[config.mk]
export PLATFORM = sky130hd
export DESIGN_NAME = mem_partition_probe
export DESIGN_NICKNAME = d
export VERILOG_FILES = /design/src/rtl/mem_partition_probe.sv
export SDC_FILE = /design/constraint.sdc
export NUM_CORES = 1
export LEC_CHECK = 0
export BUFFER_PORTS_ARGS = -buffer_cell sky130_fd_sc_hd__buf_2
export CORE_ASPECT_RATIO = 2
export CORE_MARGIN = 2
export CORE_UTILIZATION = 35
export CTS_BUF_LIST = sky130_fd_sc_hd__clkbuf_8
export DETAILED_ROUTE_END_ITERATION = 10
export PLACE_DENSITY = 0.6
export SETUP_SLACK_MARGIN = 0.3
export SLEW_MARGIN = 15
export SYNTH_ARGS = -nofsm -noshare
export SYNTH_HDL_FRONTEND = slang
export SYNTH_SLANG_ARGS = --single-unit
[constraint.sdc]
create_clock -name clk -period 7 [get_ports clk]
set_input_delay 1.05 -clock clk [delete_from_list [all_inputs] [get_ports clk]]
set_output_delay 1.05 -clock clk [all_outputs]
set_load 0.02 [all_outputs]
[src/rtl/mem_partition_probe.sv]
module mem_partition_probe #(
  parameter int MAX_PARTS = 16,
  parameter int DATA_W    = 32,
  parameter int ADDR_W    = 32,
  parameter int WIN_W     = 40
) (
  input  logic              clk,
  input  logic              rst_n,
  input  logic              start,
  output logic              bus_req_valid,
  input  logic              bus_req_ready,
  output logic              bus_req_we,
  output logic [ADDR_W-1:0] bus_req_addr,
  output logic [DATA_W-1:0] bus_req_wdata,
  input  logic              bus_rsp_valid,
  input  logic              bus_rsp_err,
  input  logic [DATA_W-1:0] bus_rsp_data,
  output logic              done,
  output logic              err_flag,
  output logic              mixed,
  output logic [WIN_W-1:0]  lo_size,
  output logic [WIN_W-1:0]  hi_base,
  output logic [WIN_W-1:0]  hi_size
);
  localparam int IDX_W = $clog2(MAX_PARTS + 1);
  localparam int POP_W = $clog2(DATA_W + 1);
  localparam logic [ADDR_W-1:0] A_COUNT = ADDR_W'(32'h0002_243C);
  localparam logic [ADDR_W-1:0] A_GROUP = ADDR_W'(32'h0002_2458);
  localparam logic [ADDR_W-1:0] A_SLICE = ADDR_W'(32'h0002_1D70);
  localparam logic [ADDR_W-1:0] A_MASK  = ADDR_W'(32'h0002_1C14);
  localparam logic [ADDR_W-1:0] A_PART  = ADDR_W'(32'h0090_020C);
  localparam logic [ADDR_W-1:0] A_HUB   = ADDR_W'(32'h0010_0800);
  localparam logic [WIN_W-1:0]  UPPER   = WIN_W'(40'h10_0000_0000);

  typedef enum logic [3:0] {S_IDLE, S_CNT, S_PER, S_SLICE, S_MASK,
                            S_SIZE, S_HUB_RD, S_HUB_WR, S_FIN} st_t;
  st_t st;

  logic                 wait_rsp, mix;
  logic [IDX_W-1:0]     cnt, ngrp, idx, nen;
  logic [2**IDX_W-1:0]  mask;
  logic [POP_W-1:0]     ref_pop;
  logic [DATA_W-1:0]    first_sz, min_sz, hub_val;
  logic [WIN_W-1:0]     total;

  logic [4:0]       raw5;
  logic [IDX_W-1:0] per_val, ngrp_calc;
  logic [POP_W-1:0] pop;
  logic             probe;
  logic [WIN_W-1:0] lo_calc;

  assign raw5      = bus_rsp_data[4:0];
  assign per_val   = (raw5 == 5'd0) ? IDX_W'(1) : IDX_W'(raw5);
  assign ngrp_calc = cnt / per_val;
  assign pop       = POP_W'($countones(bus_rsp_data));
  assign probe     = (st == S_SIZE) && (idx < cnt) && !mask[idx];
  assign lo_calc   = WIN_W'(min_sz) * WIN_W'(nen);

  always_comb begin
    case (st)
      S_CNT:    bus_req_addr = A_COUNT;
      S_PER:    bus_req_addr = A_GROUP;
      S_SLICE:  bus_req_addr = A_SLICE + ADDR_W'({idx, 2'b00});
      S_MASK:   bus_req_addr = A_MASK;
      S_SIZE:   bus_req_addr = A_PART + ADDR_W'({idx, 14'b0});
      default:  bus_req_addr = A_HUB;
    endcase
  end

  assign bus_req_valid = !wait_rsp &&
                         (st inside {S_CNT, S_PER, S_SLICE, S_MASK, S_HUB_RD, S_HUB_WR} || probe);
  assign bus_req_we    = (st == S_HUB_WR);
  assign bus_req_wdata = hub_val | DATA_W'(32'h10);

  always_ff @(posedge clk or negedge rst_n) begin
    if (!rst_n) begin
      st <= S_IDLE; wait_rsp <= 1'b0; mix <= 1'b0;
      cnt <= '0; ngrp <= '0; idx <= '0; nen <= '0; mask <= '0; ref_pop <= '0;
      first_sz <= '0; min_sz <= '0; hub_val <= '0; total <= '0;
      done <= 1'b0; err_flag <= 1'b0; mixed <= 1'b0;
      lo_size <= '0; hi_base <= '0; hi_size <= '0;
    end else begin
      done <= 1'b0;
      if (bus_req_valid && bus_req_ready) wait_rsp <= 1'b1;
      case (st)
        S_IDLE: if (start) begin
          st <= S_CNT; mix <= 1'b0; idx <= '0; nen <= '0; total <= '0;
          min_sz <= '0; first_sz <= '0;
          err_flag <= 1'b0; mixed <= 1'b0;
          lo_size <= '0; hi_base <= '0; hi_size <= '0;
        end
        S_SIZE: if (!wait_rsp && !probe) begin
          if (idx >= cnt) st <= mix ? S_HUB_RD : S_FIN;
          else idx <= idx + 1'b1;
        end
        S_FIN: begin
          st <= S_IDLE; done <= 1'b1; mixed <= mix;
          if (mix) begin
            lo_size <= lo_calc;
            hi_base <= UPPER + WIN_W'(min_sz);
            hi_size <= total - lo_calc;
          end else begin
            lo_size <= total;
          end
        end
        default: ;
      endcase
      if (wait_rsp && bus_rsp_valid) begin
        wait_rsp <= 1'b0;
        if (bus_rsp_err) begin
          st <= S_IDLE; err_flag <= 1'b1; done <= 1'b1;
        end else begin
          case (st)
            S_CNT: begin
              cnt <= (raw5 > 5'(MAX_PARTS)) ? IDX_W'(MAX_PARTS) : IDX_W'(raw5);
              st  <= S_PER;
            end
            S_PER: begin
              ngrp <= ngrp_calc; idx <= '0;
              st   <= (ngrp_calc == '0) ? S_MASK : S_SLICE;
            end
            S_SLICE: begin
              if (idx == '0) ref_pop <= pop;
              else if (pop != ref_pop) mix <= 1'b1;
              if (idx + 1'b1 == ngrp) begin idx <= '0; st <= S_MASK; end
              else idx <= idx + 1'b1;
            end
            S_MASK: begin
              mask <= (2**IDX_W)'(bus_rsp_data[MAX_PARTS-1:0]);
              idx  <= '0; st <= S_SIZE;
            end
            S_SIZE: begin
              if (nen == '0) begin
                first_sz <= bus_rsp_data; min_sz <= bus_rsp_data;
              end else begin
                if (bus_rsp_data != first_sz) mix <= 1'b1;
                if (bus_rsp_data < min_sz) min_sz <= bus_rsp_data;
              end
              total <= total + WIN_W'(bus_rsp_data);
              nen <= nen + 1'b1; idx <= idx + 1'b1;
            end
            S_HUB_RD: begin hub_val <= bus_rsp_data; st <= S_HUB_WR; end
            S_HUB_WR: st <= S_FIN;
            default: ;
          endcase
        end
      end
    end
  end
endmodule


After elaboration in Yosys (flattened, before gate mapping) --
Index checks and enable logic that the tools add are counted. Widths: inputs -> output; s select.
Storage, ports and cells: input bits 38, register bits 307, output and inout port bits 189, word-level logic and storage cells 177
Operators by class: $lt $le $gt $ge 5, equality and inequality tests 13, multiply operators 1, add/sub/neg operators 38, muxes and demuxes 73, divide/modulo/power cells 1, reduce and logical (&&, ||, !) cells 26, bitwise gates (word level) 1
Operators with widths (number):
- $mux 32 | 13
- $mux 40 | 9
- $pmux 40 s2 | 3
- $pmux 25 s5 | 1
- $mux 5 | 13
- $add 40x32->40 | 1
- $sub 40x37->40 | 1
- $add 37x32->38 const A | 1
- $mul 32x5->37 | 1
- $add 1x1->2 | 16
- $lt 32x32->1 | 1
- $ne 32x32->1 | 1
- $mux 4 | 7
- $add 24x19->25 const A | 1
- $add 2x2->3 | 8
- $pmux 4 s6 | 1
- $logic_not 5->1 | 4
- $add 18x7->19 const A | 1
- $mux 1 | 19
- $add 3x3->4 | 4
- $eq 4x3->1 const B | 4
- $pmux 5 s3 | 1
- $reduce_and 3->1 | 5
- $pmux 4 s3 | 1
- 28 further kinds | 41

Longest topological paths before layout --
Gate-level depths: netlist of the first run.
depth in word-level cells 12, mapped depth 33, mapped depth without buffers 33

Least setup slack after synthesis of the first run --
OpenSTA, ideal clock, no wires.
kind input-to-reg, from input bus_rsp_data[4], to register st[2], stages 31, arrival time 6882 ps, setup time 71 ps, setup slack 47 ps, required time 6929 ps, buffers on the path 1, cells stage by stage clkbuf_1 -> nor3_2 -> a21oi_1 -> inv_1 -> a31oi_1 -> ha_1 -> o21a_1 -> o21ai_0 -> o21ai_0 -> ha_1 -> o21a_1 -> o21a_1 -> o211ai_1 -> nor2_1 -> xnor2_1 -> ha_1 -> nor2b_1 -> o21ai_0 -> nand2b_1 -> o21a_1 -> o21ai_1 -> o21ai_0 -> ha_1 -> a21o_1 -> a21o_1 -> a21o_1 -> a21oi_1 -> and4b_1 -> a211oi_1 -> o32a_1 -> nor2_1
Between the ends: cells in the longest elaborated chain, start to end 8
Ends and longest elaborated chain:
- from (decl) | RTL line 17 | input logic [DATA_W-1:0] bus_rsp_data,
- $logic_not 5->1 | RTL line 53 | assign per_val = (raw5 == 5'd0) ? IDX_W'(1) : IDX_W'(raw5);
- $mux 5 * | RTL line 53
- $div 5x5->5 * | RTL line 54 | assign ngrp_calc = cnt / per_val;
- $logic_not 5->1 * | RTL line 120 | st <= (ngrp_calc == '0) ? S_MASK : S_SLICE;
- $mux 3 * | RTL line 120
- $pmux 4 s6 * | RTL line 113 | case (st)
- $mux 4 * | RTL line 110 | if (bus_rsp_err) begin
- $mux 4 * | RTL line 108 | if (wait_rsp && bus_rsp_valid) begin
- to (signal assigned) | RTL line 93 | if (idx >= cnt) st <= mix ? S_HUB_RD : S_FIN;
- to (signal assigned) | RTL line 120
- to (decl) | RTL line 37 | st_t st;
Every way passes the cells marked *; elsewhere a longest branch is shown, timed or not. A chain may end at the register's enable or synchronous reset.

Final worst setup path of the first run --
from register nen[4], to register hi_size[36]
Between the ends: cells in the longest elaborated chain, start to end 4
Ends and longest elaborated chain:
- from (decl) | RTL line 40 | logic [IDX_W-1:0] cnt, ngrp, idx, nen;
- from (signal assigned) | RTL line 140 | nen <= nen + 1'b1; idx <= idx + 1'b1;
- $mul 32x5->37 | RTL line 57 | assign lo_calc = WIN_W'(min_sz) * WIN_W'(nen);
- $sub 40x37->40 | RTL line 101 | hi_size <= total - lo_calc;
- $mux 40 | RTL line 98 | if (mix) begin
- $pmux 40 s2 | RTL line 85 | case (st)
- to (signal assigned) | RTL line 101
- to (decl) | RTL line 23 | output logic [WIN_W-1:0] hi_size
No other way between the ends. The select of a mux whose other input is x is not followed.

==> results of run 1 <==
layer usage:
metal	global-route usage	vias up	wire length, um	share of wire
met2	0.383	471	37000	0.51
li1	-	9481	-	-
met3	0.0287	104	3170	0.043
met5	0	-	0	0
met4	0.0784	0	2670	0.037
met1	0.248	9556	30200	0.41
cell type report:
type | count | share of cell area
diodes | 2 | 0.000185
multi-input cells | 2000 | 0.552
inverters | 204 | 0.0284
clock inverters | 24 | 0.00524
flip-flops and latches | 299 | 0.277
repair buffers | 292 | 0.0637
well taps | 884 | 0.0410
clock buffers | 62 | 0.0316
what timing repair did:
| item | in CTS | in global routing |
|---|---|---|
| setup buffers | 2 | 6 |
| gates cloned | 0 | 0 |
| pin swaps | 1 | 7 |
| hold endpoints to repair | 0 | 0 |
| gates resized for setup | 1 | 30 |
| endpoints found under the setup margin | 2 | 20 |
worst reg2reg max path, cell delays in order, from the launching register on:
cell                       delay [ps]
sky130_fd_sc_hd__dfrtp_2          440
sky130_fd_sc_hd__nand2_1          100
sky130_fd_sc_hd__fa_1             520
sky130_fd_sc_hd__fa_1             520
sky130_fd_sc_hd__fa_1             540
sky130_fd_sc_hd__inv_1             40
sky130_fd_sc_hd__ha_1             230
sky130_fd_sc_hd__a211oi_1         400
sky130_fd_sc_hd__nor4_1           160
sky130_fd_sc_hd__a211o_1          340
sky130_fd_sc_hd__a21oi_2          220
sky130_fd_sc_hd__nor2_1            80
sky130_fd_sc_hd__or2_1            240
sky130_fd_sc_hd__buf_4            150
sky130_fd_sc_hd__a31oi_2          180
sky130_fd_sc_hd__xor2_1           250
sky130_fd_sc_hd__ha_1             290
sky130_fd_sc_hd__buf_4            170
sky130_fd_sc_hd__a21o_1           150
sky130_fd_sc_hd__a21o_1           180
sky130_fd_sc_hd__a21oi_2          160
sky130_fd_sc_hd__a311oi_2         140
sky130_fd_sc_hd__o211ai_1         350
sky130_fd_sc_hd__nand2_1          130
sky130_fd_sc_hd__a211oi_2         250
sky130_fd_sc_hd__o31ai_1           90
Yosys cell counts (6+ instances only):
library cell and count:
sky130_fd_sc_hd__mux2_2 48, sky130_fd_sc_hd__nor3b_1 9, sky130_fd_sc_hd__ha_1 178, sky130_fd_sc_hd__o31ai_1 19, sky130_fd_sc_hd__nor3_1 32, sky130_fd_sc_hd__xor2_1 55
sky130_fd_sc_hd__nand3b_1 7, sky130_fd_sc_hd__dfrtp_1 299, sky130_fd_sc_hd__buf_4 25, sky130_fd_sc_hd__nor2_1 134, sky130_fd_sc_hd__inv_1 203, sky130_fd_sc_hd__a21oi_1 114
sky130_fd_sc_hd__o211ai_1 18, sky130_fd_sc_hd__xnor2_1 83, sky130_fd_sc_hd__and3_1 22, sky130_fd_sc_hd__nor4_1 6, sky130_fd_sc_hd__mux2i_1 50, sky130_fd_sc_hd__a211oi_1 16
sky130_fd_sc_hd__nand4_1 27, sky130_fd_sc_hd__a21o_1 78, sky130_fd_sc_hd__nand2b_1 26, sky130_fd_sc_hd__a221o_1 7, sky130_fd_sc_hd__o21bai_1 10, sky130_fd_sc_hd__a31oi_1 25
sky130_fd_sc_hd__a31o_2 8, sky130_fd_sc_hd__o21ai_1 7, sky130_fd_sc_hd__or2_2 8, sky130_fd_sc_hd__o21a_1 21, sky130_fd_sc_hd__fa_1 116, sky130_fd_sc_hd__nand3_1 79
sky130_fd_sc_hd__clkbuf_1 109, sky130_fd_sc_hd__a21boi_0 6, sky130_fd_sc_hd__and2_1 17, sky130_fd_sc_hd__nor2b_1 17, sky130_fd_sc_hd__a22o_1 11, sky130_fd_sc_hd__nand2_1 402
sky130_fd_sc_hd__o21ai_0 230
through the flow:
step / worst slack [ps] / utilization
floorplan: 313 / -
global placement: 69.2 / 0.387
detailed placement: -33.1 / 0.387
CTS: 290 / 0.403
global route: 246 / 0.405
finish: 569 / 0.405
cell families (layout without fill, tap and decap cells):
group,after synthesis,in the layout,synth area share
adders and majority gates,294,294,0.193
xor gates and xnor gates,139,139,0.0523
muxes,103,103,0.0490
and+or+nand+nor,812,812,0.156
AOI/OAI and AO/OA,631,631,0.172
DFF,299,299,0.318
buffers and inverters,344,582,0.0589
other,2,23,0.000319
power groups by stage:
stage               clock network, mW  logic [mW]  registers, mW
global placement                    0        3.03           2.15
finish                           1.63        3.10           2.13
detailed placement                  0        3.05           2.16
global route                     1.75        3.42           2.16
floorplan                           0        2.12           2.15
CTS                              1.69        3.10           2.13
cell usage in the layout (no fill, tap or decap), types with 55 or more instances in the layout:
cell / Yosys / layout
sky130_fd_sc_hd__a21o_1: 78 / 78
sky130_fd_sc_hd__a21oi_1: 114 / 108
sky130_fd_sc_hd__buf_2: 1 / 204
sky130_fd_sc_hd__buf_4: 25 / 82
sky130_fd_sc_hd__clkbuf_8: 0 / 62
sky130_fd_sc_hd__dfrtp_1: 299 / 295
sky130_fd_sc_hd__fa_1: 116 / 116
sky130_fd_sc_hd__ha_1: 178 / 173
sky130_fd_sc_hd__inv_1: 203 / 217
sky130_fd_sc_hd__nand2_1: 402 / 400
sky130_fd_sc_hd__nand3_1: 79 / 76
sky130_fd_sc_hd__nor2_1: 134 / 131
sky130_fd_sc_hd__o21ai_0: 230 / 227
sky130_fd_sc_hd__xnor2_1: 83 / 81
sky130_fd_sc_hd__xor2_1: 55 / 55
state kept, by name, indices dropped and copies added, names as in the netlist, 6 cells and up:
register	cells
hub_val	31
mask	16
hi_base	33
ref_pop	6
hi_size	40
lo_size	40
min_sz	32
first_sz	32
total	40
final timing paths:
kind,from,endpoint,slack [ps]
worst max-delay path,nen[4],hi_size[36],570
worst min-delay path,rst_n,idx[3],420
worst max register to register,nen[4],hi_size[36],570
worst min register to register,hi_size[6],hi_size[6],470
max in group asynchronous,rst_n,hi_base[26],5070
min in group clk,hi_size[6],hi_size[6],470
==> results by stage, run 1 <==
Pwr:
- Cell internal power was estimated by the tool at 4.00 mW.
- The net switching component of the power is approximately 2.9 mW.
- The total leakage power is approximately 13 nW.
- For this design the ratio of total power to cell area is ~250 nW/um^2.
- The post-layout total power is 6.85 mW.
- The part of the power in registers is 0.311.
- The clock share of power is 0.238.
- The largest voltage drop on the vdd net is between 150 and 200 uV.
- Of the total power, the share spent switching nets is 0.417.
- The share of total power dissipated in combinational logic is 0.452.

Global route:
- The number of antenna violations at the first check in global routing is 2.
- The total overflow reported by the global router is 0.
- The number of global-route vias before repair is 19900.
- The global-route wire length before repair is around 110000 um.
- Entering global routing, the biggest net connects between 100 and 150 pins.
- For this run, the total global-route usage over all layers was measured as 0.209.

CTS:
- TritonCTS built the clock tree.
- In this run the number of H-tree levels came out at 2.
- Buffers inserted to repair hold after CTS numbered 0.
- Clock tree synthesis found a total of 299 sinks.
- TritonCTS created approximately 50 clock buffers.
- After clock tree synthesis, the clock-pin slew on the worst setup and hold paths is roughly 80 ps.
- Clock tree synthesis selected as its root buffer the cell sky130_fd_sc_hd__clkbuf_8.
- The clock reaches the later pin of the worst-skew pair after about 660 ps.
- The maximum clock path buffer count is 3.

Synthesis:
- The mean post-synth cell area is approximately 9 sq um.
- The gate count of the mapped netlist is 2624.
- The synthesized design contains 0 enable-type register cells.
- Yosys attributes the largest share of cell area to sky130_fd_sc_hd__dfrtp_1 32%, sky130_fd_sc_hd__fa_1 9.9%, sky130_fd_sc_hd__ha_1 9.5%.
- In this run the cell area of the synthesized design comes to 23500 sq um.
- The most used flip-flop cell after synthesis is sky130_fd_sc_hd__dfrtp_1.
- The async set-or-reset flop fraction in the synthesized netlist is 1.00.
- The proportion of netlist area held by the largest area contributor is 0.318.
- Synthesis inferred between 200 and 300 register bits.
- The yosys synthesis warning count is 0.
- The dominant cell type by area after synthesis is sky130_fd_sc_hd__dfrtp_1.
- The number of distinct library cells after synthesis is between 80 and 90.
- The share of the yosys chip area belonging to registers is 0.318.

Placement:
- The post-place instance area is 25800 sq um.
- The count of input and output buffers is just over 200.
- The number of placed instances with taps included is approximately 3700.
- The estimated wirelength of the detail-placed design is between 50000 and 60000 um.
- Routability-driven placement finished with a final weighted congestion of just over 0.9.

Flow run:
- Across the run, the number of max-cap violations was 0.

Min path:
- The worst min-delay path category is in -> async.

Cells and area:
- The final layout contains about 3200 nets.
- The finished cells cover around 27000 sq um.
- The filler cells instantiated in the layout total 6813.
- The number of cells in the finished layout apart from fillers is approximately 3800.
- The area growth from synthesis to layout is 14.7%.
- The area occupied by multi-input gates is ~15000 sq um.
- Of the cells placed in the final design, the portion with a size suffix greater than 1 is 0.167.
- The register area is between 7000 and 8000 sq um.

Drt:
- The final routed wirelength across all metal layers is between 70000 and 80000 um.
- The residual DRC count is 0.
- The total number of vias is just under 20000.
- In this run, the number of DRC markers left after iteration 0 of detailed routing was around 1000.
- Dividing the detail-routed via count by the number of cells gives about 5.2.
- The detail-routed net length per standard cell is slightly below 20 um.
- The detail route stage leaves a number of antenna-violating nets equal to 0.
- The first detailed-routing pass took 7 iterations.

Die:
- The count of standard-cell rows is between 100 and 150.
- The width of the die is about 190 um.
- The die covers a little under 70000 sq um.
- Measured along the y axis, the die boundary spans ~370 um.
- The region available for standard cell placement spans approximately 67000 sq um.
- approximately 230 I/O pins were placed.
- The starting utilization of the core area is 0.353.

Setup path:
- The slowest stage of the critical path belongs to the cell sky130_fd_sc_hd__fa_1.
- The total number of cells along the worst setup path is 25.
- In this design, the stage delay of the slowest critical-path cell is ~540 ps.
- The buffers plus inverters on the worst setup path is 3.
- The worst setup path is of the reg -> reg kind.
- Counting stages on the worst path, the most repeated cell is sky130_fd_sc_hd__fa_1.
- STA classifies the critical path endpoint as a register.
- Data on the critical path is required at its endpoint by approximately 7500 ps.
- The biggest fanout along the worst timing path is 6.
- The nature of the critical path startpoint is a register.
- The depth of the worst register-to-register path is 25.
- The cell class contributing the biggest share of worst-path delay is compound AO/OA/AOI/OAI gates.
- Data on the critical path arrives at its endpoint at 6970 ps.

Timing:
- The accumulated negative setup slack is 0 ps.
- The maximum achievable frequency is between 0.15 and 0.2 GHz.
- Hold is met by 424 ps.
- The worst clock skew is around 35 ps.
- Of the available clock period, the critical path in the final layout requires 0.919.
- The worst pin sits at a relative slew slack of 0.235.
- The shortest period the worst path allows is 6430 ps.
- The actual transition at the worst max-transition pin is around 1100 ps.
- Setup violations remaining at the end of the flow were counted as 0.
- Setup repair after global routing could not meet its margin everywhere.
- The count of final hold-check violations is 0.
- The max-slew violation total from the final report is 0.

Status:
- The run finished with clean final reports.
Power figures use the tool's default switching activity.
==> run 2, diff against run 1 <==
MAX_ROUTING_LAYER = met4   (was default)
==> results by stage, run 2 (synthesis gave the netlist of run 1 again) <==
CTS:
- The maximum clock path buffer count is 3.
- The H-tree was split into 2 levels.
- The clock tree from TritonCTS is yes.
- For this design, the sink count on the clock tree is roughly 300.
- After clock tree synthesis, the clock-pin slew on the worst setup and hold paths is 80 ps.
- The clock buffer count from CTS is 49.
- The root buffer cell chosen for the clock tree is sky130_fd_sc_hd__clkbuf_8.
- After clock tree synthesis, the flow added hold-fix buffers numbering 0.
- At the later pin of the worst-skew pair, clock insertion delay measures 660 ps.

Setup path:
- The critical path starts at nen[4].
- STA classifies the critical path startpoint as a register.
- The largest single stage delay on the critical path is 540 ps.
- In this run the critical register-to-register path is captured at hi_size[38].
- The signal on the critical path passes through buf_4 -> nand2_1 -> fa_1 -> fa_1 -> fa_1 -> inv_1 -> ha_1 -> nor2b_1 -> o31a_1 -> o21ai_0 -> nand2b_1 -> a21o_1 -> a21oi_1 -> xor2_1 -> ha_1 -> and3_1 -> nand3_1 -> a41oi_1 -> o211ai_1 -> a311oi_2 -> o211ai_1 -> a21oi_2 -> nand3b_1 -> nand3_1.
- The worst setup path is of the reg -> reg kind.
- The required time of the critical path is approximately 7500 ps.
- Measured in cells, the most critical reg-to-reg path has a length of 24.
- In this run the register-to-register setup slack is slightly above 500 ps.
- The launch instance of the worst register-to-register path is nen[4].
- STA puts the critical path data arrival time at between 7000 and 8000 ps.
- The most common cell type on the critical path is sky130_fd_sc_hd__fa_1.
- The biggest fanout along the worst timing path is 6.
- The critical-path cell with the highest stage delay is sky130_fd_sc_hd__fa_1.
- STA classifies the critical path endpoint as a register.

Pwr:
- Summed over all cells, the static leakage comes to ~13 nW.
- Dividing total power by cell area gives a power density of 257 nW/um^2.
- VDD sags by at most between 150 and 200 uV.
- The post-layout total power is 6.98 mW.

Timing:
- The accumulated negative setup slack is 0 ps.
- On the final layout, the worst hold slack is roughly 390 ps.
- The shortest period the worst path allows is 6490 ps.
- The worst path meets setup with between 500 and 600 ps of slack.
- Based on the critical path, the design can be clocked at up to 0.154 GHz.
- The max-slew headroom at the worst pin is 0.337.
- The worst clock skew is ~45 ps.
- Setup repair after global routing could not meet its margin everywhere.
- The max-slew violation total from the final report is 0.
- The count of final hold-check violations is 0.
- In the finished design, the share of the clock period the worst path needs comes to 0.927.
- The actual transition at the worst max-transition pin is 995 ps.
- Setup violations remaining at the end of the flow were counted as 0.

Global route:
- The first global-routing pass estimated between 100000 and 150000 um of wire.
- For this run, the total global-route usage over all layers was measured as 0.219.
- The pin count of the biggest net entering global routing is approximately 130.
- The number of global-route vias before repair was slightly above 20000.
- The total overflow reported by the global router is 0.
- The number of antenna violations at the first check in global routing is 1.

Drt:
- The first detailed-routing pass took 5 iterations.
- After detailed routing, the average wire length per cell comes to a little under 20 um.
- The first routing iteration left roughly 1100 violations.
- The final routed wirelength across all metal layers is 74200 um.
- The total number of vias is approximately 20000.
- For this run, design rule violations remaining after detail routing come to 0.
- Once detail routing completed, the nets flagged for antenna violations numbered 0.
- The via-per-instance ratio is roughly 5.2.

Cells and area:
- The library cells used most frequently in the layout, excluding fill and tap cells, are 399 x sky130_fd_sc_hd__nand2_1, 294 x sky130_fd_sc_hd__dfrtp_1, 227 x sky130_fd_sc_hd__o21ai_0, 212 x sky130_fd_sc_hd__inv_1, 204 x sky130_fd_sc_hd__buf_2.
- In the final layout, the multi-input gates occupy between 10000 and 15000 sq um.
- The most frequent standard cell in the layout excluding fill and tap cells is sky130_fd_sc_hd__nand2_1.
- The sequential cells in the finished layout cover a total of approximately 7500 sq um.
- The number of cells in the finished layout apart from fillers is 3776.
- The number of nets in the layout is 3183.
- The number of inserted filler cells in the final layout is roughly 6800.
- The largest registers in the layout are hi_size x40, lo_size x40, total x40.
- The area growth from synthesis to layout is 15.5%.
- The proportion of layout cells with a drive suffix above 1 is 0.174.

Die:
- The top-level port count is about 230.
- The starting utilization of the core area is 0.353.
- The floorplan die height is about 370 um.
- In this run the horizontal extent of the chip is around 190 um.
- The floorplan step defined a die boundary enclosing slightly below 70000 sq um.
- The core region is around 67000 sq um.
- The floorplan has approximately 130 rows.

Flow run:
- The tool flagged a number of max-cap violations equal to 0.

Placement:
- The weighted congestion at the end of routability-driven global placement is between 0.9 and 1.
- The number of placed instances with taps included is ~3700.
- Detailed placement finished with a half-perimeter wire length of ~57000 um.
- The count of input and output buffers is 205.
- The worst slack at placement is ~41 ps.

Min path:
- The worst min-delay path category is in -> async.

Status:
- The run finished with clean final reports.
==> run 2: changes by cell type in the layout (fill, tap and decap cells not counted), sizes merged <==
cell,change
inv,-5
clkinvlp,+1
clkbuf,+4
clkinv,+4
bufinv,+1
diode,-1
buf,+5
==> run 2: through the flow <==
step                utilization  cell area [sq um]
finish                    0.408              27200
global route              0.408              27200
CTS                       0.404              26900
detailed placement        0.387              25800
global placement          0.387              25800
floorplan                     -              23600
==> run 2: worst max-delay path, delay by kind of cell, from the launching register on <==
| family | cells | cell delay (ps) |
|---|---|---|
| compound gates | 9 | 2410 |
| xor+xnor | 1 | 270 |
| flops | 1 | 410 |
| buf+inv | 2 | 170 |
| fa+ha+maj | 5 | 2210 |
| simple gates | 7 | 880 |
==> run 2: repair_timing <==
item	4_1_cts	5_1_grt
resized for setup	4	34
endpoints found under the setup margin	7	20
pin swaps	2	19
setup buffers	2	11
==> run 2: layout make-up <==
class                           instances  area share
Multi-Input combinational cell       2000       0.550
Sequential cell                       299       0.276
Timing Repair Buffer                  297      0.0652
Tap cell                              884      0.0407
Clock buffer                           66      0.0334
Inverter                              204      0.0282
Clock inverter                         25     0.00663
Antenna cell                            1   0.0000921
==> run 2: worst max path at each step <==
stage	to	slack, ps	depth (start not counted)
detailed placement	st[2]	40	32
CTS	hi_size[33]	300	22
finish	hi_size[38]	510	24
global placement	st[0]	200	32
floorplan	st[2]	310	32
global route	hi_size[38]	260	24
==> run 2: where the power goes <==
group	internal [mW]	total [mW]	switching, mW
Combinational	1.24	3.12	1.88
Clock	0.921	1.73	0.812
Sequential	1.92	2.13	0.201
Total	4.08	6.98	2.90
==> run 2: per-layer routing <==
metal  global-route usage  wire length [um]  share of wire  vias to the layer above
li1                     -                 -              -                     9482
met1                0.248             30500           0.41                     9563
met2                0.394             38000           0.51                      458
met3               0.0280              3100          0.042                      133
met4               0.0815              2670          0.036                        0
met5                    -                 0              0                        -
==> run 3, diff against run 2 <==
CORE_UTILIZATION = 30   (was 35)
PLACE_DENSITY = 0.54   (was 0.6)
clock period = 7.25 ns   (was 7 ns; I/O delays follow)
==> results by stage, run 3 (synthesis gave the netlist of run 1 again) <==
Status:
- The flow ran to the end, and the final reports show no timing, DRC or antenna violations.

Setup path:
- Along the worst path, the maximum fanout reaches 10.
- The buffers plus inverters on the worst setup path is 3.
- Data arrives at the worst endpoint at 7230 ps.
- Data on the critical path is required at its endpoint by just under 8000 ps.
- The sort of element at the end of the critical path is a register.
- The slowest stage of the critical path is the sky130_fd_sc_hd__fa_1 cell.
- The most common cell type on the critical path is sky130_fd_sc_hd__fa_1.
- The reg-to-reg setup timing slack is 570 ps.
- STA classifies the critical path startpoint as a register.
- In this design, the stage delay of the slowest critical-path cell is between 500 and 600 ps.
- Traced cell by cell, the critical path runs through clkbuf_4 -> nand2_1 -> fa_1 -> inv_1 -> fa_1 -> fa_1 -> ha_1 -> and4_1 -> a221o_1 -> a31oi_1 -> nand2_1 -> a21o_1 -> a21oi_1 -> xor2_1 -> ha_1 -> o21a_1 -> o21a_1 -> a221o_1 -> a41oi_2 -> o31ai_4 -> buf_4 -> a21oi_1 -> or4_1 -> nand3_1.
- The type of the worst setup path is reg -> reg.
- In this run the critical register-to-register path is launched from nen[4].
- The cell class contributing the biggest share of worst-path delay is compound AO/OA/AOI/OAI gates.
- The most critical setup path has its startpoint at nen[4].

Pwr:
- The total leakage power is around 13 nW.
- The largest voltage drop on the vdd net is between 150 and 200 uV.
- The power density over the cells is 247 nW/um^2.
- Of the total power, the clock network draws 0.238.
- The share of total power dissipated in sequential elements is 0.309.
- Of the total power, combinational logic draws 0.453.
- The analysis attributes to net switching a power of roughly 2.8 mW.
- Of the total power, the share spent switching nets is 0.421.
- The internal portion of the total power is approximately 3.8 mW.

Die:
- The starting utilization of the core area is 0.302.
- The area of the die is 80800 sq um.
- The floorplan step set the die height to around 400 um.
- The die is between 200 and 250 um wide.
- The floorplan has roughly 150 rows.
- The top-level port count is around 230.
- The core region is ~80000 sq um.

Drt:
- After detailed routing, the number of remaining DRC violations is 0.
- Using the TritonRoute via totals, the vias-per-cell ratio works out to 4.99.
- The post-detailed-route count of antenna-violating nets is 0.
- The violation count after the first detailed-route iteration is ~940.
- The final routed wirelength across all metal layers is 77500 um.
- The pre-antenna-repair detailed-routing pass consisted of 5 iterations.
- The final route contains roughly 19000 vias.
- Dividing the detail-routed wire length by the instance count gives between 15 and 20 um.

Timing:
- The smallest hold slack is 387 ps.
- Headroom to the max-slew limit came out at 0.287.
- In the finished design, the share of the clock period the worst path needs comes to 0.921.
- Across the routed clock network, the largest skew measured is around 33 ps.
- In the final timing run, aggregate negative setup slack is 0 ps.
- Setup repair after global routing could not meet its margin everywhere.
- For the pin with the worst max-slew slack, the measured transition is around 1100 ps.
- The count of final hold-check violations came to 0.
- The shortest period the worst path allows is between 6000 and 7000 ps.
- The max-slew violation total from the final report is 0.
- The total of endpoints with negative setup slack in the final report is 0.
- The maximum achievable frequency is 0.150 GHz.

Min path:
- The worst min-delay path category is in -> async.

CTS:
- CTS built an H-tree with a depth of 2.
- The clock tree root buffer cell is sky130_fd_sc_hd__clkbuf_8.
- The clock transition time at the flip-flop clock pins of the worst setup and hold paths is approximately 60 ps.
- The sink count of the clock tree is about 300.
- The hold-fix buffer count after cts is 0.
- TritonCTS built the clock tree.
- At the later pin of the worst-skew pair, clock insertion delay measures 690 ps.
- The maximum clock path buffer count is 3.
- TritonCTS created 50 clock buffers.

Placement:
- Routability-driven placement finished with a final weighted congestion of between 0.9 and 1.
- Input and output buffers added on the ports amount to roughly 200.
- After legalization and detailed placement, the total HPWL measured 60400 um.

Cells and area:
- The end-of-flow core utilization is 0.346.
- The number of inserted filler cells in the final layout is 8187.
- The area growth from synthesis to layout is 14.5%.
- The proportion of layout cells with a drive suffix above 1 is 0.157.
- The final layout contains approximately 3200 nets.
- In the final layout, the registers with the most flip-flops are hi_size x40, lo_size x40, total x40.
- The top cell types in the final layout, fill and taps aside, are 400 x sky130_fd_sc_hd__nand2_1, 295 x sky130_fd_sc_hd__dfrtp_1, 226 x sky130_fd_sc_hd__o21ai_0, 215 x sky130_fd_sc_hd__inv_1, 204 x sky130_fd_sc_hd__buf_2.
- The library cell used most frequently in the layout, excluding fill and tap cells, is sky130_fd_sc_hd__nand2_1.

Global route:
- The global-route wire length before repair is 119000 um.
- The number of antenna violations at the first check in global routing is 2.
- The total overflow reported by the global router is 0.
- For this run, the total global-route usage over all layers was measured as 0.197.
- The number of global-route vias before repair is around 20000.
- The pin count of the biggest net entering global routing is roughly 150.

Flow run:
- The reported max-cap violation count is 0.
[run 3: changes by cell type in the layout (fill, tap and decap cells not counted), moves of 3 or more]
cell,previous run,this run
sky130_fd_sc_hd__a211oi_2,6,2
sky130_fd_sc_hd__clkinv_2,9,4
sky130_fd_sc_hd__buf_4,86,58
sky130_fd_sc_hd__inv_1,212,215
sky130_fd_sc_hd__o21ai_1,7,10
sky130_fd_sc_hd__clkbuf_8,66,61
sky130_fd_sc_hd__a21oi_1,106,109
sky130_fd_sc_hd__a21oi_2,7,4
sky130_fd_sc_hd__ha_4,4,0
sky130_fd_sc_hd__a211oi_1,11,15
[run 3: through the flow]
step	power, mW	cells	setup WS (ps)	cell area, sq um
2_1_floorplan	4.13	2643	390	23600
3_3_place_gp	5.05	3791	188	25800
3_5_place_dp	5.07	3791	58.9	25800
4_1_cts	6.70	3876	315	26800
5_1_grt	7.12	3885	256	26900
6_report	6.65	3885	571	26900
[run 3: what timing repair did]
action / in CTS / in global routing
gates resized for setup: 3 / 21
endpoints found under the setup margin: 4 / 18
pin swaps: 0 / 3
setup buffers: 0 / 6
hold endpoints to repair: 0 / 0
[run 3: power by group through the flow]
stage | logic (mW) | registers (mW) | clock network [mW]
after floorplan | 2.05 | 2.08 | 0
after global placement | 2.97 | 2.08 | 0
after detailed placement | 2.98 | 2.08 | 0
after CTS | 3.00 | 2.05 | 1.65
after global routing | 3.33 | 2.08 | 1.70
final | 3.01 | 2.05 | 1.58
[run 3: per-layer routing]
layer,routed length (um),vias up,GRT usage
li1,-,9422,-
met1,32400,9509,0.224
met2,40000,359,0.356
met3,2780,102,0.0258
met4,2320,0,0.0647
met5,0,-,-
[run 3: final timing paths]
kind	end	depth (start not counted)
setup / recovery	hi_size[37]	24
hold / removal	idx[0]	1
setup reg to reg	hi_size[37]	24
hold reg to reg	hi_size[1]	2
max in group asynchronous	hi_base[26]	2
min in group clk	hi_size[1]	2
[run 3: worst register-to-register path, stage by stage, from the launching register on]
cell,delay (ps)
sky130_fd_sc_hd__dfrtp_2,490
sky130_fd_sc_hd__clkbuf_4,260
sky130_fd_sc_hd__nand2_1,90
sky130_fd_sc_hd__fa_1,550
sky130_fd_sc_hd__inv_1,60
sky130_fd_sc_hd__fa_1,460
sky130_fd_sc_hd__fa_1,410
sky130_fd_sc_hd__ha_1,370
sky130_fd_sc_hd__and4_1,260
sky130_fd_sc_hd__a221o_1,310
sky130_fd_sc_hd__a31oi_1,260
sky130_fd_sc_hd__nand2_1,130
sky130_fd_sc_hd__a21o_1,200
sky130_fd_sc_hd__a21oi_1,160
sky130_fd_sc_hd__xor2_1,280
sky130_fd_sc_hd__ha_1,360
sky130_fd_sc_hd__o21a_1,140
sky130_fd_sc_hd__o21a_1,200
sky130_fd_sc_hd__a221o_1,330
sky130_fd_sc_hd__a41oi_2,330
sky130_fd_sc_hd__o31ai_4,150
sky130_fd_sc_hd__buf_4,190
sky130_fd_sc_hd__a21oi_1,320
sky130_fd_sc_hd__or4_1,170
sky130_fd_sc_hd__nand3_1,70
[run 3: area by class of cell]
type / count / area [sq um] / share of cell area
Inverter: 204 / 766 / 0.0284
Tap cell: 1029 / 1290 / 0.0478
Multi-Input combinational cell: 2000 / 14900 / 0.552
Timing Repair Buffer: 266 / 1530 / 0.0567
Antenna cell: 2 / 5.00 / 0.000186
Clock inverter: 24 / 150 / 0.00558
Sequential cell: 299 / 7490 / 0.278
Clock buffer: 61 / 840 / 0.0312
